[config.mk]
export PLATFORM = sky130hd
export DESIGN_NAME = dual_code_loader
export DESIGN_NICKNAME = d
export VERILOG_FILES = /design/src/rtl/dcl_pkg.sv /design/src/rtl/dcl_sync.sv /design/src/rtl/dcl_edge.sv /design/src/rtl/dcl_shift.sv /design/src/rtl/dcl_chan.sv /design/src/rtl/dual_code_loader.sv
export SDC_FILE = /design/constraint.sdc
export NUM_CORES = 1
export LEC_CHECK = 0
export BUFFER_PORTS_ARGS = -buffer_cell sky130_fd_sc_hd__buf_2
export CAP_MARGIN = 20
export CORE_UTILIZATION = 55
export DETAILED_ROUTE_END_ITERATION = 10
export PLACE_DENSITY = 0.92
export SLEW_MARGIN = 10
export SYNTH_ARGS = -nofsm -noshare
export SYNTH_HDL_FRONTEND = slang
export SYNTH_SLANG_ARGS = --single-unit
export TNS_END_PERCENT = 1
[constraint.sdc]
create_clock -name clk -period 4.3 [get_ports clk]
set_input_delay 0.215 -clock clk [delete_from_list [all_inputs] [get_ports clk]]
set_output_delay 0.215 -clock clk [all_outputs]
set_load 0.05 [all_outputs]
[src/rtl/dcl_pkg.sv]
package dcl_pkg;
  parameter int FRAME_W = 16;
  parameter int CODE_W  = 12;

  // Two's complement to offset binary: flip the sign bit.
  function automatic logic [CODE_W-1:0] offset_view(input logic [CODE_W-1:0] c);
    return {~c[CODE_W-1], c[CODE_W-2:0]};
  endfunction

  // Two's complement zero code, loaded at reset.
  function automatic logic [CODE_W-1:0] zero_code();
    return '0;
  endfunction
endpackage

[src/rtl/dcl_sync.sv]
module dcl_sync #(
  parameter int              WIDTH   = 3,
  parameter int              STAGES  = 2,
  parameter logic [WIDTH-1:0] RST_VAL = '0
) (
  input  logic             clk,
  input  logic             rst_n,
  input  logic [WIDTH-1:0] d,
  output logic [WIDTH-1:0] q
);
  logic [WIDTH-1:0] st [STAGES];

  for (genvar s = 0; s < STAGES; s++) begin : g_stage
    if (s == 0) begin : g_first
      always_ff @(posedge clk or negedge rst_n)
        if (!rst_n) st[s] <= RST_VAL;
        else        st[s] <= d;
    end else begin : g_next
      always_ff @(posedge clk or negedge rst_n)
        if (!rst_n) st[s] <= RST_VAL;
        else        st[s] <= st[s-1];
    end
  end

  assign q = st[STAGES-1];
endmodule

[src/rtl/dcl_edge.sv]
module dcl_edge #(
  parameter int               WIDTH   = 2,
  parameter logic [WIDTH-1:0] RST_VAL = '0
) (
  input  logic             clk,
  input  logic             rst_n,
  input  logic [WIDTH-1:0] lvl,
  output logic [WIDTH-1:0] rise
);
  logic [WIDTH-1:0] prev_q;

  always_ff @(posedge clk or negedge rst_n)
    if (!rst_n) prev_q <= RST_VAL;
    else        prev_q <= lvl;

  assign rise = lvl & ~prev_q;
endmodule

[src/rtl/dcl_shift.sv]
module dcl_shift #(
  parameter int FRAME_W = 16
) (
  input  logic               clk,
  input  logic               rst_n,
  input  logic               shift_en,
  input  logic               bit_in,
  output logic [FRAME_W-1:0] q
);
  always_ff @(posedge clk or negedge rst_n)
    if (!rst_n)        q <= '0;
    else if (shift_en) q <= {q[FRAME_W-2:0], bit_in};
endmodule

[src/rtl/dcl_chan.sv]
module dcl_chan
  import dcl_pkg::*;
#(
  parameter int CODE_W = dcl_pkg::CODE_W
) (
  input  logic              clk,
  input  logic              rst_n,
  input  logic              load,
  input  logic [CODE_W-1:0] din,
  output logic [CODE_W-1:0] code,
  output logic [CODE_W-1:0] obin,
  output logic              upd
);
  always_ff @(posedge clk or negedge rst_n)
    if (!rst_n) begin
      code <= zero_code();
      upd  <= 1'b0;
    end else begin
      upd <= load;
      if (load) code <= din;
    end

  assign obin = offset_view(code);
endmodule

[src/rtl/dual_code_loader.sv]
module dual_code_loader
  import dcl_pkg::*;
#(
  parameter int FRAME_W     = dcl_pkg::FRAME_W,
  parameter int CODE_W      = dcl_pkg::CODE_W,
  parameter int SYNC_STAGES = 2
) (
  input  logic              clk,
  input  logic              rst_n,
  input  logic              ser_clk,
  input  logic              ser_dat,
  input  logic              ser_frm_n,
  output logic [CODE_W-1:0] code_a,
  output logic [CODE_W-1:0] code_b,
  output logic [CODE_W-1:0] obin_a,
  output logic [CODE_W-1:0] obin_b,
  output logic              upd_a,
  output logic              upd_b,
  output logic              shdn
);
  localparam int ADDR_BIT = FRAME_W - 1;
  localparam int SD_BIT   = FRAME_W - 3;
  localparam int N_CH     = 2;
  // Bit order of the synchronized vector: {frame, data, clock}; frame idles high.
  localparam logic [2:0] SYNC_IDLE = 3'b100;

  logic [2:0]         sync_lvl;
  logic [1:0]         edge_rise;
  logic               clk_rise;
  logic               frm_rise;
  logic               sh_fire;
  logic [FRAME_W-1:0] sh_q;
  logic [CODE_W-1:0]  code_v [N_CH];
  logic [CODE_W-1:0]  obin_v [N_CH];
  logic [N_CH-1:0]    upd_v;

  dcl_sync #(.WIDTH(3), .STAGES(SYNC_STAGES), .RST_VAL(SYNC_IDLE)) u_sync (
    .clk(clk), .rst_n(rst_n),
    .d({ser_frm_n, ser_dat, ser_clk}),
    .q(sync_lvl)
  );

  dcl_edge #(.WIDTH(2), .RST_VAL(2'b10)) u_edge (
    .clk(clk), .rst_n(rst_n),
    .lvl({sync_lvl[2], sync_lvl[0]}),
    .rise(edge_rise)
  );

  assign clk_rise = edge_rise[0];
  assign frm_rise = edge_rise[1];
  assign sh_fire  = clk_rise & ~sync_lvl[2];

  dcl_shift #(.FRAME_W(FRAME_W)) u_shift (
    .clk(clk), .rst_n(rst_n),
    .shift_en(sh_fire), .bit_in(sync_lvl[1]),
    .q(sh_q)
  );

  for (genvar ch = 0; ch < N_CH; ch++) begin : g_ch
    dcl_chan #(.CODE_W(CODE_W)) u_chan (
      .clk(clk), .rst_n(rst_n),
      .load(frm_rise && (sh_q[ADDR_BIT] == 1'(ch))),
      .din(sh_q[CODE_W-1:0]),
      .code(code_v[ch]), .obin(obin_v[ch]), .upd(upd_v[ch])
    );
  end

  always_ff @(posedge clk or negedge rst_n)
    if (!rst_n)        shdn <= 1'b0;
    else if (frm_rise) shdn <= sh_q[SD_BIT];

  assign code_a = code_v[0];
  assign code_b = code_v[1];
  assign obin_a = obin_v[0];
  assign obin_b = obin_v[1];
  assign upd_a  = upd_v[0];
  assign upd_b  = upd_v[1];
endmodule

==> impl_metrics.json <==
{
  "layoutNonFillerInstCount": 213,
  "ys_seq_area_share_pct": 64.0,
  "tightest_slew_ps": 809,
  "die-area_um2": 3880,
  "clkSinkCount": 51,
  "route.detailed.drc": 0,
  "post-route-period-util_pct": 40.9,
  "syn-num-nets": 129,
  "clk_latency_ps": 360,
  "synth_area_per_cell_um2": 16.1,
  "cp_slowest_cell": "nor3b_4",
  "max_freq_ghz": 0.569,
  "hold_viol": 0,
  "io_pins": 56,
  "drt_iter0_drc": 15,
  "skew_ps": 13.2,
  "final_util_pct": 66.4,
  "cts_buffers": 5,
  "rsz0062_at_grt": "false",
  "worstPathRequired_ps": 4550,
  "synthTopCellsByArea": "dfrtp_1 60%, mux2_2 23%, buf_4 8.6%",
  "grt.met3_usage_pct": 5.51,
  "path_clk_slew_ps": 140,
  "grt_max_degree": 52,
  "drive_gt1_share_pct": 65.9,
  "grt_pass1_wl_um": 4950,
  "syn_area_um2": 2000,
  "top_usage_layer": "met2",
  "diodes": 0,
  "cap_violations": 0,
  "ys_types": 9,
  "p_leak_nw": 1.24,
  "path_buf_inv": 0,
  "io_buffers": 55,
  "grt_use_met2_pct": 28.0,
  "postSynthCellCount": 124,
  "dieHeight_um": 62.3,
  "fin_tns_setup_ps": 0,
  "synth_top_area_share_pct": 60.1,
  "critical-path-top-delay-family": "simple AND/OR/NAND/NOR gates",
  "die_w_um": 62.3,
  "outcome": "finished clean",
  "gr-usage-met1_pct": 21.1,
  "max_slew_margin_pct": 46.0,
  "finalInstanceArea_um2": 2270,
  "tritoncts": "built",
  "wl_per_cell_um": 14.0,
  "antenna_found_initial": 0,
  "place_congestion": 0.716,
  "synth-seq-cells": 51,
  "start_kind": "flip-flop",
  "yosys.area.top_type": "dfrtp_1",
  "cp_slowest_stage_delay_ps": 640,
  "dp_hpwl_um": 2010,
  "finalSetupViolations": 0,
  "cp_data_arrival_time_ps": 2010,
  "ctsLongestPathBuffers": 2,
  "antenna_left": 0,
  "via_per_inst": 5.05,
  "rows": 21,
  "yosys_warnings": 0,
  "crit_path_end_kind": "flip-flop",
  "criticalPathCategory": "flip-flop to flip-flop",
  "clockRootBuffer": "clkbuf_4",
  "vias": 1076,
  "grt_pass1_vias": 1037,
  "firstDrtPassIters": 4,
  "path_cells": "nor3b_4, mux2_2",
  "grt_overflow_total": 0,
  "min_period_ps": 1760,
  "htree_levels": 2,
  "dpl_cell_area_um2": 2140,
  "initial_utilization_pct": 58.5,
  "drt-total-wl_um": 2990,
  "grt.total_usage_pct": 17.0,
  "fin_nets": 171,
  "powerDensity_nw_per_um2": 567,
  "dp.cells": 200,
  "hold_path.class": "input pin to asynchronous set/reset pin",
  "peakVddDrop_mv": 0.254,
  "area_growth_pct": 13.5,
  "cp_max_fo": 13,
  "core-area_um2": 3420,
  "slew_violations": 0
}
power breakdown:
part           leakage [nW]  internal, W  switching (W)
Sequential            0.666     0.000556      0.0000622
Combinational         0.537     0.000113       0.000318
Clock                0.0375    0.0000958       0.000141
timing repair:
item                       4_1_cts  5_1_grt
resized for setup                0        0
hold endpoints to repair         3       17
hold buffers                     3        1
setup endpoints to repair        0        0
buffers inserted                 0        0
worst paths after layout:
| kind | startpoint | endpoint | slack, ps | cells after the start |
|---|---|---|---|---|
| min in group clk | u_sync.st[3]$_DFF_PN0_ | u_sync.q[0]$_DFF_PN0_ | 370 | 0 |
| worst min register to register | u_sync.st[3]$_DFF_PN0_ | u_sync.q[0]$_DFF_PN0_ | 370 | 0 |
| worst max register to register | u_sync.q[2]$_DFF_PN1_ | g_ch[0].u_chan.code[0]$_DFFE_PN0P_ | 2540 | 2 |
| max in group asynchronous | rst_n | u_sync.q[2]$_DFF_PN1_ | 3410 | 3 |
| worst max-delay path | u_sync.q[2]$_DFF_PN1_ | g_ch[0].u_chan.code[0]$_DFFE_PN0P_ | 2540 | 2 |
| worst min-delay path | rst_n | g_ch[1].u_chan.code[10]$_DFFE_PN0P_ | 310 | 2 |
routing by layer:
metal / share of wire (%) / vias to the layer above
met5: 0 / -
met4: 1.2 / 0
met3: 5.8 / 4
met2: 50 / 50
met1: 42 / 537
li1: - / 485
cell usage after synthesis:
master and number:
dfstp_2 3, buf_4 23, mux2_2 41, buf_6 2, inv_1 3, nor2b_1 1
dfrtp_1 48, nor3b_4 2, nand3b_1 1
sequential cells by signal, indices dropped and copies added, names as in the netlist:
name	count
g_ch.u_chan.upd	2
u_edge.prev_q	2
g_ch.u_chan.code	24
u_shift.q	16
shdn	1
u_sync.st	3
u_sync.q	3
metrics by stage:
step	total power, W	worst slack (ps)	hold WS, ps
6_report	0.00129	2540	307
5_1_grt	0.00135	2460	296
4_1_cts	0.00129	2530	56.4
3_5_place_dp	0.00106	2560	323
3_3_place_gp	0.00104	2580	320
2_1_floorplan	0.00100	2870	-80.6
cell usage in the layout (no fill, tap or decap):
cell type / n
buf_2: 55
dfrtp_1: 48
mux2_2: 41
clkbuf_4: 5
dlygate4sd3_1: 4
inv_1: 3
dfstp_2: 3
nor3b_4: 2
clkbuf_8: 2
nand3b_1: 1
nor2b_1: 1
clkinvlp_4: 1
buf_12: 1
layout make-up:
class | count | area (um2)
Clock buffer | 7 | 65.1
Inverter | 3 | 11.3
Sequential cell | 51 | 1280
Fill cell | 267 | 1150
Tap cell | 46 | 57.6
Clock inverter | 1 | 7.51
Timing Repair Buffer | 60 | 335
Multi-Input combinational cell | 45 | 513
cell families after synthesis:
| kind of cell | Yosys count | synth area share, % |
|---|---|---|
| buffers and inverters | 28 | 10.3 |
| flip-flops | 51 | 64.0 |
| multiplexers | 41 | 23.1 |
| AND/OR/NAND/NOR | 4 | 2.57 |
No activity file was read; power rests on OpenSTA's default activity.
